$ cat src/rtl/pgm_pkg.sv
package pgm_pkg;
  localparam int CMD_W     = 6;
  localparam int WORD_W    = 14;
  localparam int BYTE_W    = 8;
  localparam int FRAME_LEN = 16;
  localparam int ADDR_W    = 14;
  localparam int SYNC_W    = 2;

  localparam logic [CMD_W-1:0] OP_LOAD_CFG  = 6'h00;
  localparam logic [CMD_W-1:0] OP_LOAD_PROG = 6'h02;
  localparam logic [CMD_W-1:0] OP_LOAD_DATA = 6'h03;
  localparam logic [CMD_W-1:0] OP_READ_PROG = 6'h04;
  localparam logic [CMD_W-1:0] OP_READ_DATA = 6'h05;
  localparam logic [CMD_W-1:0] OP_INC_ADDR  = 6'h06;
  localparam logic [CMD_W-1:0] OP_ERASE_PGM = 6'h08;
  localparam logic [CMD_W-1:0] OP_PGM_ONLY  = 6'h18;
  localparam logic [CMD_W-1:0] OP_PGM_END   = 6'h17;

  typedef enum logic [1:0] {ST_CMD, ST_LOAD, ST_READ} fe_state_t;
  typedef enum logic [1:0] {K_PROG, K_DATA, K_CFG} fe_kind_t;
endpackage

$ cat src/rtl/pgm_pin_sync.sv
module pgm_pin_sync #(
  parameter int STAGES = 2
) (
  input  logic clk,
  input  logic rst_n,
  input  logic clk_pin,
  input  logic dat_pin,
  output logic rise,
  output logic fall,
  output logic dat
);
  logic [STAGES:0]   ck_q;
  logic [STAGES-1:0] dt_q;

  always_ff @(posedge clk or negedge rst_n) begin
    if (!rst_n) begin
      ck_q <= '0;
      dt_q <= '0;
    end else begin
      ck_q <= {ck_q[STAGES-1:0], clk_pin};
      dt_q <= {dt_q[STAGES-2:0], dat_pin};
    end
  end

  assign rise = ck_q[STAGES-1] & ~ck_q[STAGES];
  assign fall = ~ck_q[STAGES-1] & ck_q[STAGES];
  assign dat  = dt_q[STAGES-1];
endmodule

$ cat src/rtl/pgm_addr_ctr.sv
module pgm_addr_ctr #(
  parameter int AW = 14
) (
  input  logic          clk,
  input  logic          rst_n,
  input  logic          clr,
  input  logic          inc,
  input  logic          jump_cfg,
  output logic [AW-1:0] addr
);
  localparam logic [AW-1:0] CFG_BASE = AW'(1) << (AW - 1);
  localparam logic [AW-2:0] ONE_LOW  = (AW-1)'(1);

  logic [AW-1:0] addr_q, addr_n;

  always_comb begin
    addr_n = addr_q;
    if (clr)           addr_n = '0;
    else if (jump_cfg) addr_n = CFG_BASE;
    else if (inc)      addr_n = {addr_q[AW-1], addr_q[AW-2:0] + ONE_LOW};
  end

  always_ff @(posedge clk or negedge rst_n) begin
    if (!rst_n) addr_q <= '0;
    else        addr_q <= addr_n;
  end

  assign addr = addr_q;
endmodule

$ cat src/rtl/pgm_frame_io.sv
module pgm_frame_io #(
  parameter int DW   = 14,
  parameter int FLEN = 16
) (
  input  logic          clk,
  input  logic          rst_n,
  input  logic          clr,
  input  logic          start,
  input  logic          rd_mode,
  input  logic          tx_load,
  input  logic [DW-1:0] tx_word,
  input  logic          rise,
  input  logic          fall,
  input  logic          din,
  output logic          done,
  output logic [DW-1:0] rx_word,
  output logic          dout,
  output logic          oe
);
  localparam int CW = $clog2(FLEN);
  localparam logic [CW-1:0] C_FIRST = CW'(1);
  localparam logic [CW-1:0] C_LAST  = CW'(FLEN - 1);

  logic            act_q, act_n, rdm_q, rdm_n;
  logic [CW-1:0]   rcnt_q, rcnt_n, fcnt_q, fcnt_n;
  logic [FLEN-1:0] rx_q, rx_n;
  logic [DW-1:0]   tx_q, tx_n;
  logic            oe_q, oe_n, do_q, do_n, dn_q, dn_n;

  always_comb begin
    act_n = act_q; rdm_n = rdm_q; rcnt_n = rcnt_q; fcnt_n = fcnt_q;
    rx_n = rx_q; tx_n = tx_q; oe_n = oe_q; do_n = do_q; dn_n = 1'b0;
    if (clr) begin
      act_n = 1'b0; rdm_n = 1'b0; rcnt_n = '0; fcnt_n = '0;
      rx_n = '0; tx_n = '0; oe_n = 1'b0; do_n = 1'b0;
    end else begin
      if (start) begin
        act_n = 1'b1; rdm_n = rd_mode; rcnt_n = '0; fcnt_n = '0;
      end
      if (tx_load) tx_n = tx_word;
      if (act_q && rise) begin
        rcnt_n = rcnt_q + C_FIRST;
        if (rdm_q) begin
          if (rcnt_q == C_FIRST) begin
            oe_n = 1'b1; do_n = tx_q[0]; tx_n = tx_q >> 1;
          end else if (rcnt_q == C_LAST) begin
            oe_n = 1'b0; do_n = 1'b0;
          end else if (oe_q) begin
            do_n = tx_q[0]; tx_n = tx_q >> 1;
          end
        end
      end
      if (act_q && fall) begin
        rx_n   = {din, rx_q[FLEN-1:1]};
        fcnt_n = fcnt_q + C_FIRST;
        if (fcnt_q == C_LAST) begin
          dn_n = 1'b1; act_n = 1'b0;
        end
      end
    end
  end

  always_ff @(posedge clk or negedge rst_n) begin
    if (!rst_n) begin
      act_q <= 1'b0; rdm_q <= 1'b0; rcnt_q <= '0; fcnt_q <= '0;
      rx_q <= '0; tx_q <= '0; oe_q <= 1'b0; do_q <= 1'b0; dn_q <= 1'b0;
    end else begin
      act_q <= act_n; rdm_q <= rdm_n; rcnt_q <= rcnt_n; fcnt_q <= fcnt_n;
      rx_q <= rx_n; tx_q <= tx_n; oe_q <= oe_n; do_q <= do_n; dn_q <= dn_n;
    end
  end

  assign done    = dn_q;
  assign rx_word = rx_q[DW:1];
  assign dout    = do_q;
  assign oe      = oe_q;
endmodule

$ cat src/rtl/pgm_cmd_front.sv
module pgm_cmd_front
  import pgm_pkg::*;
(
  input  logic              clk,
  input  logic              rst_n,
  input  logic              mclr_n,
  input  logic              pgm_clk_i,
  input  logic              pgm_dat_i,
  output logic              pgm_dat_o,
  output logic              pgm_dat_oe,
  output logic [ADDR_W-1:0] mem_addr,
  output logic [WORD_W-1:0] mem_wdata,
  input  logic [WORD_W-1:0] mem_rdata,
  input  logic              code_prot,
  output logic              mem_wr_prog,
  output logic              mem_wr_data,
  output logic              mem_rd_prog,
  output logic              mem_rd_data,
  output logic              seq_erase_prog,
  output logic              seq_prog_only,
  output logic              seq_prog_end
);
  localparam int CCW = $clog2(CMD_W);
  localparam logic [CCW-1:0] CC_LAST = CCW'(CMD_W - 1);
  localparam logic [CCW-1:0] CC_ONE  = CCW'(1);
  localparam int PAD_W = WORD_W - BYTE_W;

  logic pin_rise, pin_fall, pin_dat;
  logic clr;
  assign clr = ~mclr_n;

  pgm_pin_sync #(.STAGES(SYNC_W)) u_sync (
    .clk(clk), .rst_n(rst_n), .clk_pin(pgm_clk_i), .dat_pin(pgm_dat_i),
    .rise(pin_rise), .fall(pin_fall), .dat(pin_dat)
  );

  fe_state_t          st_q, st_n;
  fe_kind_t           knd_q, knd_n;
  logic [CMD_W-1:0]   csh_q, csh_n, cmd_full;
  logic [CCW-1:0]     ccnt_q, ccnt_n;
  logic               inc, jump, start, rd_mode;
  logic               wp_n, wd_n, rp_n, rd_n, ep_n, po_n, pe_n;
  logic               wp_q, wd_q, rp_q, rd_q, ep_q, po_q, pe_q;
  logic               cap_q;
  logic [WORD_W-1:0]  wdat_q, wdat_n, tx_word;
  logic               f_done, f_dout, f_oe;
  logic [WORD_W-1:0]  rx_word;

  assign cmd_full = {pin_dat, csh_q[CMD_W-1:1]};

  always_comb begin
    st_n = st_q; knd_n = knd_q; csh_n = csh_q; ccnt_n = ccnt_q;
    inc = 1'b0; jump = 1'b0; start = 1'b0; rd_mode = 1'b0;
    wp_n = 1'b0; wd_n = 1'b0; rp_n = 1'b0; rd_n = 1'b0;
    ep_n = 1'b0; po_n = 1'b0; pe_n = 1'b0;
    wdat_n = wdat_q;
    if (clr) begin
      st_n = ST_CMD; knd_n = K_PROG; csh_n = '0; ccnt_n = '0;
    end else begin
      unique case (st_q)
        ST_CMD: if (pin_fall) begin
          if (ccnt_q == CC_LAST) begin
            ccnt_n = '0;
            csh_n  = '0;
            unique case (cmd_full)
              OP_LOAD_CFG:  begin jump = 1'b1; start = 1'b1; knd_n = K_CFG;  st_n = ST_LOAD; end
              OP_LOAD_PROG: begin start = 1'b1; knd_n = K_PROG; st_n = ST_LOAD; end
              OP_LOAD_DATA: begin start = 1'b1; knd_n = K_DATA; st_n = ST_LOAD; end
              OP_READ_PROG: begin start = 1'b1; rd_mode = 1'b1; rp_n = 1'b1; knd_n = K_PROG; st_n = ST_READ; end
              OP_READ_DATA: begin start = 1'b1; rd_mode = 1'b1; rd_n = 1'b1; knd_n = K_DATA; st_n = ST_READ; end
              OP_INC_ADDR:  inc  = 1'b1;
              OP_ERASE_PGM: ep_n = 1'b1;
              OP_PGM_ONLY:  po_n = 1'b1;
              OP_PGM_END:   pe_n = 1'b1;
              default: ;
            endcase
          end else begin
            ccnt_n = ccnt_q + CC_ONE;
            csh_n  = cmd_full;
          end
        end
        ST_LOAD: if (f_done) begin
          st_n = ST_CMD;
          if (knd_q == K_DATA) begin
            wd_n   = 1'b1;
            wdat_n = {{PAD_W{1'b0}}, rx_word[BYTE_W-1:0]};
          end else begin
            wp_n   = 1'b1;
            wdat_n = rx_word;
          end
        end
        ST_READ: if (f_done) st_n = ST_CMD;
        default: st_n = ST_CMD;
      endcase
    end
  end

  always_comb begin
    if (knd_q == K_DATA)
      tx_word = code_prot ? '0 : {{PAD_W{1'b0}}, mem_rdata[BYTE_W-1:0]};
    else
      tx_word = mem_rdata;
  end

  always_ff @(posedge clk or negedge rst_n) begin
    if (!rst_n) begin
      st_q <= ST_CMD; knd_q <= K_PROG; csh_q <= '0; ccnt_q <= '0;
      wp_q <= 1'b0; wd_q <= 1'b0; rp_q <= 1'b0; rd_q <= 1'b0;
      ep_q <= 1'b0; po_q <= 1'b0; pe_q <= 1'b0; cap_q <= 1'b0;
      wdat_q <= '0;
    end else begin
      st_q <= st_n; knd_q <= knd_n; csh_q <= csh_n; ccnt_q <= ccnt_n;
      wp_q <= wp_n; wd_q <= wd_n; rp_q <= rp_n; rd_q <= rd_n;
      ep_q <= ep_n; po_q <= po_n; pe_q <= pe_n;
      cap_q <= (rp_q | rd_q) & ~clr;
      wdat_q <= wdat_n;
    end
  end

  pgm_addr_ctr #(.AW(ADDR_W)) u_addr (
    .clk(clk), .rst_n(rst_n), .clr(clr), .inc(inc), .jump_cfg(jump),
    .addr(mem_addr)
  );

  pgm_frame_io #(.DW(WORD_W), .FLEN(FRAME_LEN)) u_frame (
    .clk(clk), .rst_n(rst_n), .clr(clr), .start(start), .rd_mode(rd_mode),
    .tx_load(cap_q), .tx_word(tx_word), .rise(pin_rise), .fall(pin_fall),
    .din(pin_dat), .done(f_done), .rx_word(rx_word), .dout(f_dout), .oe(f_oe)
  );

  assign pgm_dat_o      = f_dout;
  assign pgm_dat_oe     = f_oe;
  assign mem_wdata      = wdat_q;
  assign mem_wr_prog    = wp_q;
  assign mem_wr_data    = wd_q;
  assign mem_rd_prog    = rp_q;
  assign mem_rd_data    = rd_q;
  assign seq_erase_prog = ep_q;
  assign seq_prog_only  = po_q;
  assign seq_prog_end   = pe_q;
endmodule

$ cat config.mk
export PLATFORM = sky130hd
export DESIGN_NAME = pgm_cmd_front
export DESIGN_NICKNAME = d
export VERILOG_FILES = /design/src/rtl/pgm_pkg.sv /design/src/rtl/pgm_pin_sync.sv /design/src/rtl/pgm_addr_ctr.sv /design/src/rtl/pgm_frame_io.sv /design/src/rtl/pgm_cmd_front.sv
export SDC_FILE = /design/constraint.sdc
export NUM_CORES = 1
export LEC_CHECK = 0
export ABC_CLOCK_PERIOD_IN_PS = 4540
export BUFFER_PORTS_ARGS = -buffer_cell sky130_fd_sc_hd__buf_2
export CAP_MARGIN = 5
export CORE_MARGIN = 5
export CORE_UTILIZATION = 45
export CTS_CLUSTER_SIZE = 12
export DETAILED_ROUTE_END_ITERATION = 7
export PLACE_DENSITY = 0.72
export RECOVER_POWER = 25
export SLEW_MARGIN = 20
export SYNTH_ARGS = -nofsm -noshare
export SYNTH_HDL_FRONTEND = slang
export SYNTH_SLANG_ARGS = --single-unit
export TNS_END_PERCENT = 50
$ cat constraint.sdc
create_clock -name clk -period 4.54 [get_ports clk]
set_clock_uncertainty 0.05 [all_clocks]
set_input_delay 0.454 -clock clk [delete_from_list [all_inputs] [get_ports clk]]
set_output_delay 0.454 -clock clk [all_outputs]
set_load 0.01 [all_outputs]
== Word level (Yosys, flattened, before mapping) ==
Index checks and enable logic that the tools add are counted.
Cells by class
  $add $sub $neg: 4
  $mul: 0
  div/mod/pow operators: 0
  order comparisons: 0
  eq/ne operators: 33
  shift operators: 0
  muxes and demuxes: 111
  bitwise logic cells: 6
  reductions and logical operators: 16
Operator list (number)
  14-bit two-way mux: 11
  1-bit two-way mux: 72
  16-bit two-way mux: 2
  6-bit two-way mux: 4
  4-bit two-way mux: 5
  6-bit by 3-bit equality test with 1-bit output, second input constant: 3
  2-bit two-way mux: 8
  2-bit by 1-bit != test with 1-bit output, second input constant: 8
  13-bit by 1-bit adder with 13-bit output, second input constant: 1
  13-bit two-way mux: 1
  6-bit by 2-bit equality test with 1-bit output, second input constant: 2
  6-bit by 5-bit equality test with 1-bit output, second input constant: 2
  3-bit two-way mux: 4
  3-bit by 1-bit != test with 1-bit output, second input constant: 4
  3-bit AND reduction: 3
  4-bit by 1-bit adder with 4-bit output, second input constant: 2
  4-bit equality test, second input constant: 2
  8-bit two-way mux: 1
  2-bit case mux with 2 select lines: 2
  4-bit AND reduction: 2
  2-bit OR reduction: 4
  6-bit by 4-bit equality test with 1-bit output, second input constant: 1
  6-bit logical NOT: 1
  3-bit by 2-bit != test with 1-bit output, second input constant: 2
  other kinds (18): 23
Word-level totals
  bits in registers: 97
  bits in latches: 0
  RAM bits: 0
  bits in read-only memories: 0
  input bits: 20
  output and inout bits: 37
  word-level logic and storage cells: 196
  memories: 0

== Longest topological paths before layout ==
  word-level depth: 11
  gate-level depth with buffers: 8
  mapped depth without buffers: 6

== Cells and area by module ==
A second synthesis with hierarchy kept.
Second synthesis, totals
  cell total of the unflattened synthesis: 460
  area total of the unflattened synthesis: 4775.8 sq um
Modules (own cells, without submodules)
  pgm_frame_io: instances 1, cells each 226, area each 2222.1 sq um, sequential area each 1051.0 sq um
  pgm_cmd_front: instances 1, cells each 153, area each 1685.4 sq um, sequential area each 850.8 sq um
  pgm_addr_ctr: instances 1, cells each 74, area each 728.2 sq um, sequential area each 350.3 sq um
  pgm_pin_sync: instances 1, cells each 7, area each 140.1 sq um, sequential area each 125.1 sq um

== Worst setup path before layout ==
Ideal clock, no wire load.
  path type: reg2reg
  start point: register st_q[0]
  end point: register u_addr.addr_q[0], in the netlist u_addr.addr[0]
  setup time: 0.082 ns
  data arrival time: 1.850 ns
  data required time: 4.408 ns
  slack: 2.558 ns
  stages on the path, launching flop included: 7
  path buffers: 0
  clock period less this slack: 1.982 ns
  path through: dfrtp_1 inv_1 ha_1 nand3b_2 or4_4 or3_1 a31oi_1
Between the ends
  cells in the longest elaborated chain, start to end: 5
  elaborated cells between the ends (all ways): 8
  classes of those cells: eq/ne (1); mux (6); reduce/logical (1)
Ends and longest elaborated chain
  start, declared: line pgm_cmd_front.sv:37  | fe_state_t st_q, st_n;
  start signal, assigned: line pgm_cmd_front.sv:112  | st_q <= st_n; knd_q <= knd_n; csh_q <= csh_n; ccnt_q <= ccnt_n;
  2-bit logical NOT (*): line pgm_cmd_front.sv:60  | unique case (st_q)
  1-bit two-way mux: line pgm_cmd_front.sv:60
  1-bit two-way mux: line pgm_cmd_front.sv:57  | if (clr) begin
  14-bit two-way mux: line pgm_addr_ctr.sv:19  | else if (jump_cfg) addr_n = CFG_BASE;
  14-bit two-way mux: line pgm_addr_ctr.sv:18  | if (clr) addr_n = '0;
  end signal, assigned: line pgm_addr_ctr.sv:25  | else addr_q <= addr_n;
  end, declared: line pgm_addr_ctr.sv:14  | logic [AW-1:0] addr_q, addr_n;
Every way passes the cells marked *; elsewhere a longest branch is shown, timed or not. The select of a mux whose other input is x is not followed.
A chain may end at the register's enable or synchronous reset.

==> run metrics <==
outcome finished, violations left; failing checks capacitance limit, slew limit; Sw Pwr between 0.3 and 0.4 mW; CP startpoint kind primary input; DRT antenna net count 0; post-CTS setup buffers 0; GRT Total Usage 0.167; Final WS setup between 1.5 and 2 ns; grt ovf 0; DR top layer met4; Buffers on Ports 56; Die W 109 um; H-tree depth 3; Final setup violation count 0; register area share after synthesis 0.537; setup TNS 0 ns; CTS Hold Bufs 0; fillers 896; max cap viols 1; clock sinks 95; via count approximately 3.4k; Internal about 1.1 mW; Root Driver clkbuf_8; Post-DP HPWL 6270 um; crit end category asynchronous set/reset pin; slowest CP cell clkbuf_1; met2 wire len approximately 4300 um; Tcrit/Tclk final 0.610; Area growth, synth to finish 12.3%; Final Total Pwr 1.50 mW; M1 WL 4370 um; Worst-Skew Late Latency 0.38 ns; post-synthesis net count 447; clock-pin slew on the worst setup and hold paths 0.09 ns; placed cells around 600; initial antenna violation count 0; Post-route DRC 0; Die Ht 109 um; VDD IR-drop max 0.178 mV; clock share of power 0.396; Routed met3 length about 430 um; LEAKAGE around 2.3 nW; PD cells around 300 nW/um^2; Crit Path Class primary input to asynchronous set/reset pin; CP delay by family, top buffers and inverters; clk buf depth 2; GPL Wtd Cong 0.813; Initial Util 0.457; DR vias/cell 5.62; share of cells above drive strength 1 0.200; synthesized area 4430 sq um; Reg power frac 0.569; Inserted Diodes 0; CP required ~5.0 ns; Highest Clock Rate 0.361 GHz; Fin. Hold Viols 0; WL/cell 15.3 um; first-pass GRT wire length 15700 um; RSZ-0062 raised after global routing no; CORE AREA 9680 sq um; worst slew pin tran 2.87 ns; Die ar. 11900 sq um; fin cells 604; Largest stage delay, worst path between 1.5 and 2 ns; CTS Buf Count 9; detailed-router iteration count before antenna repair 4; nets@finish slightly below 500; number of synthesized flops with an enable pin 0; total I/O pin count 57; row cnt 36; vias in the first global route 3251; worst hold slack 0.127 ns; CP arrival 3.21 ns; Synth Warn # 0; asr flop ratio synth 1.00; crit-path max FO 54; reg2reg setup slack between 2 and 2.5 ns; Hold Crit Class primary input to flip-flop; Critical Path, Cell by Cell clkbuf_1 -> buf_4; WL final roughly 9300 um; top_reg_cell synth dfrtp_1; min cycle time layout 2.77 ns; Synth cell types 63; post-CTS sizing 0; Rel. slew slack -0.913; Cells after Synth 421; Slew Viols, Final 55; DP Worst Slack around 2.0 ns; largest net degree at the start of global routing 55; CTS tree done; Comb power frac 0.035; Sw Ratio 0.247; Seq cells post-synth 95; initial drt markers 235; Avg Cell Area, Syn 10.5 sq um; Bufs and invs on worst path 2
## final cells by class
cell class,count,area [sq um],share of cell area
flip-flops and latches,95,2380,0.478
clock buffers,9,124,0.0249
inverters,9,33.8,0.00679
clock inverters,7,86.3,0.0174
well taps,133,166,0.0335
repair buffers,59,305,0.0614
multi-input cells,292,1880,0.378
## stage by stage
| step | utilization | instance area (sq um) |
|---|---|---|
| floorplan | - | 4430 |
| detailed placement | 0.491 | 4760 |
| finish | 0.514 | 4970 |
| CTS | 0.513 | 4970 |
| global placement | 0.491 | 4760 |
| global route | 0.514 | 4970 |
## cell usage after synthesis (6+ instances only)
library cell / instances / area (sq um)
nor2_1: 34 / 128
o21ai_0: 16 / 80.1
mux2_2: 8 / 90.1
or3_1: 7 / 43.8
inv_1: 9 / 33.8
dfrtp_1: 95 / 2380
nand2_1: 32 / 120
nand2b_1: 16 / 100
nand3b_1: 6 / 45.0
a22o_1: 16 / 140
ha_1: 6 / 75.1
nand3_1: 31 / 155
nor3_1: 8 / 40.0
clkbuf_1: 17 / 63.8
a311oi_1: 13 / 114
a21oi_1: 19 / 95.1
## cells in the final DEF (no fill, tap or decap), types with 3 or more instances in the layout
| cell type | synthesis | routed |
|---|---|---|
| inv_1 | 9 | 9 |
| nor2b_1 | 5 | 5 |
| a22o_1 | 16 | 16 |
| a22oi_1 | 5 | 5 |
| o22ai_1 | 4 | 4 |
| dfrtp_1 | 95 | 95 |
| nor3_1 | 8 | 8 |
| nand2_1 | 32 | 32 |
| a21oi_1 | 19 | 19 |
| and2_1 | 5 | 5 |
| o31ai_1 | 5 | 5 |
| a311oi_1 | 13 | 13 |
| mux2_2 | 8 | 8 |
| or3_1 | 7 | 7 |
| o21ai_0 | 16 | 16 |
| ha_1 | 6 | 6 |
| nand2b_1 | 16 | 16 |
| nand4_1 | 3 | 3 |
| buf_2 | 3 | 55 |
| or4_1 | 3 | 3 |
| clkbuf_8 | 3 | 9 |
| nand3_1 | 31 | 31 |
| nand3b_1 | 6 | 6 |
| nor3b_1 | 3 | 3 |
| nor2_1 | 34 | 34 |
## sequential cells by signal, indices dropped and copies added, names as in the netlist, 2 cells and up
signal / count
u_sync.ck_q: 3
u_frame.rx_q: 15
ccnt_q: 3
u_frame.fcnt_q: 4
csh_q: 5
mem_wdata: 14
u_frame.tx_q: 14
st_q: 2
u_frame.rcnt_q: 4
u_sync.dt_q: 2
u_addr.addr: 14
knd_q: 2
## path summary, 6_finish.rpt
kind,from,end,cells past startpoint
setup / recovery,rst_n,csh_q[2],2
hold / removal,pgm_clk_i,u_sync.ck_q[0],1
setup reg to reg,st_q[0],u_addr.addr[5],6
hold reg to reg,u_sync.ck_q[0],u_sync.ck_q[1],0
max in group clk,st_q[0],u_addr.addr[5],6
min in group asynchronous,rst_n,u_sync.dt_q[0],1
## layer usage
metal	up-vias	global-route usage
met5	-	0
met4	0	0.0632
met1	1664	0.225
li1	1642	-
met2	73	0.256
met3	16	0.0462
## power groups by stage
stage | registers [mW] | logic [mW] | clock network, mW
floorplan | 0.870 | 0.0243 | 0
global placement | 0.871 | 0.0529 | 0
detailed placement | 0.871 | 0.0539 | 0
CTS | 0.854 | 0.0539 | 0.612
global route | 0.856 | 0.0598 | 0.652
finish | 0.855 | 0.0522 | 0.594
## cells by family after synthesis
kind of cell	after synthesis	synth area share
AO/OA/AOI/OAI	99	0.165
adder cells (fa/ha/maj)	6	0.0169
flip-flops	95	0.537
multiplexers	10	0.0249
buffers and inverters	34	0.0384
XOR/XNOR	2	0.00396
AND/OR/NAND/NOR	175	0.214
(Power assumes the default switching activity.)
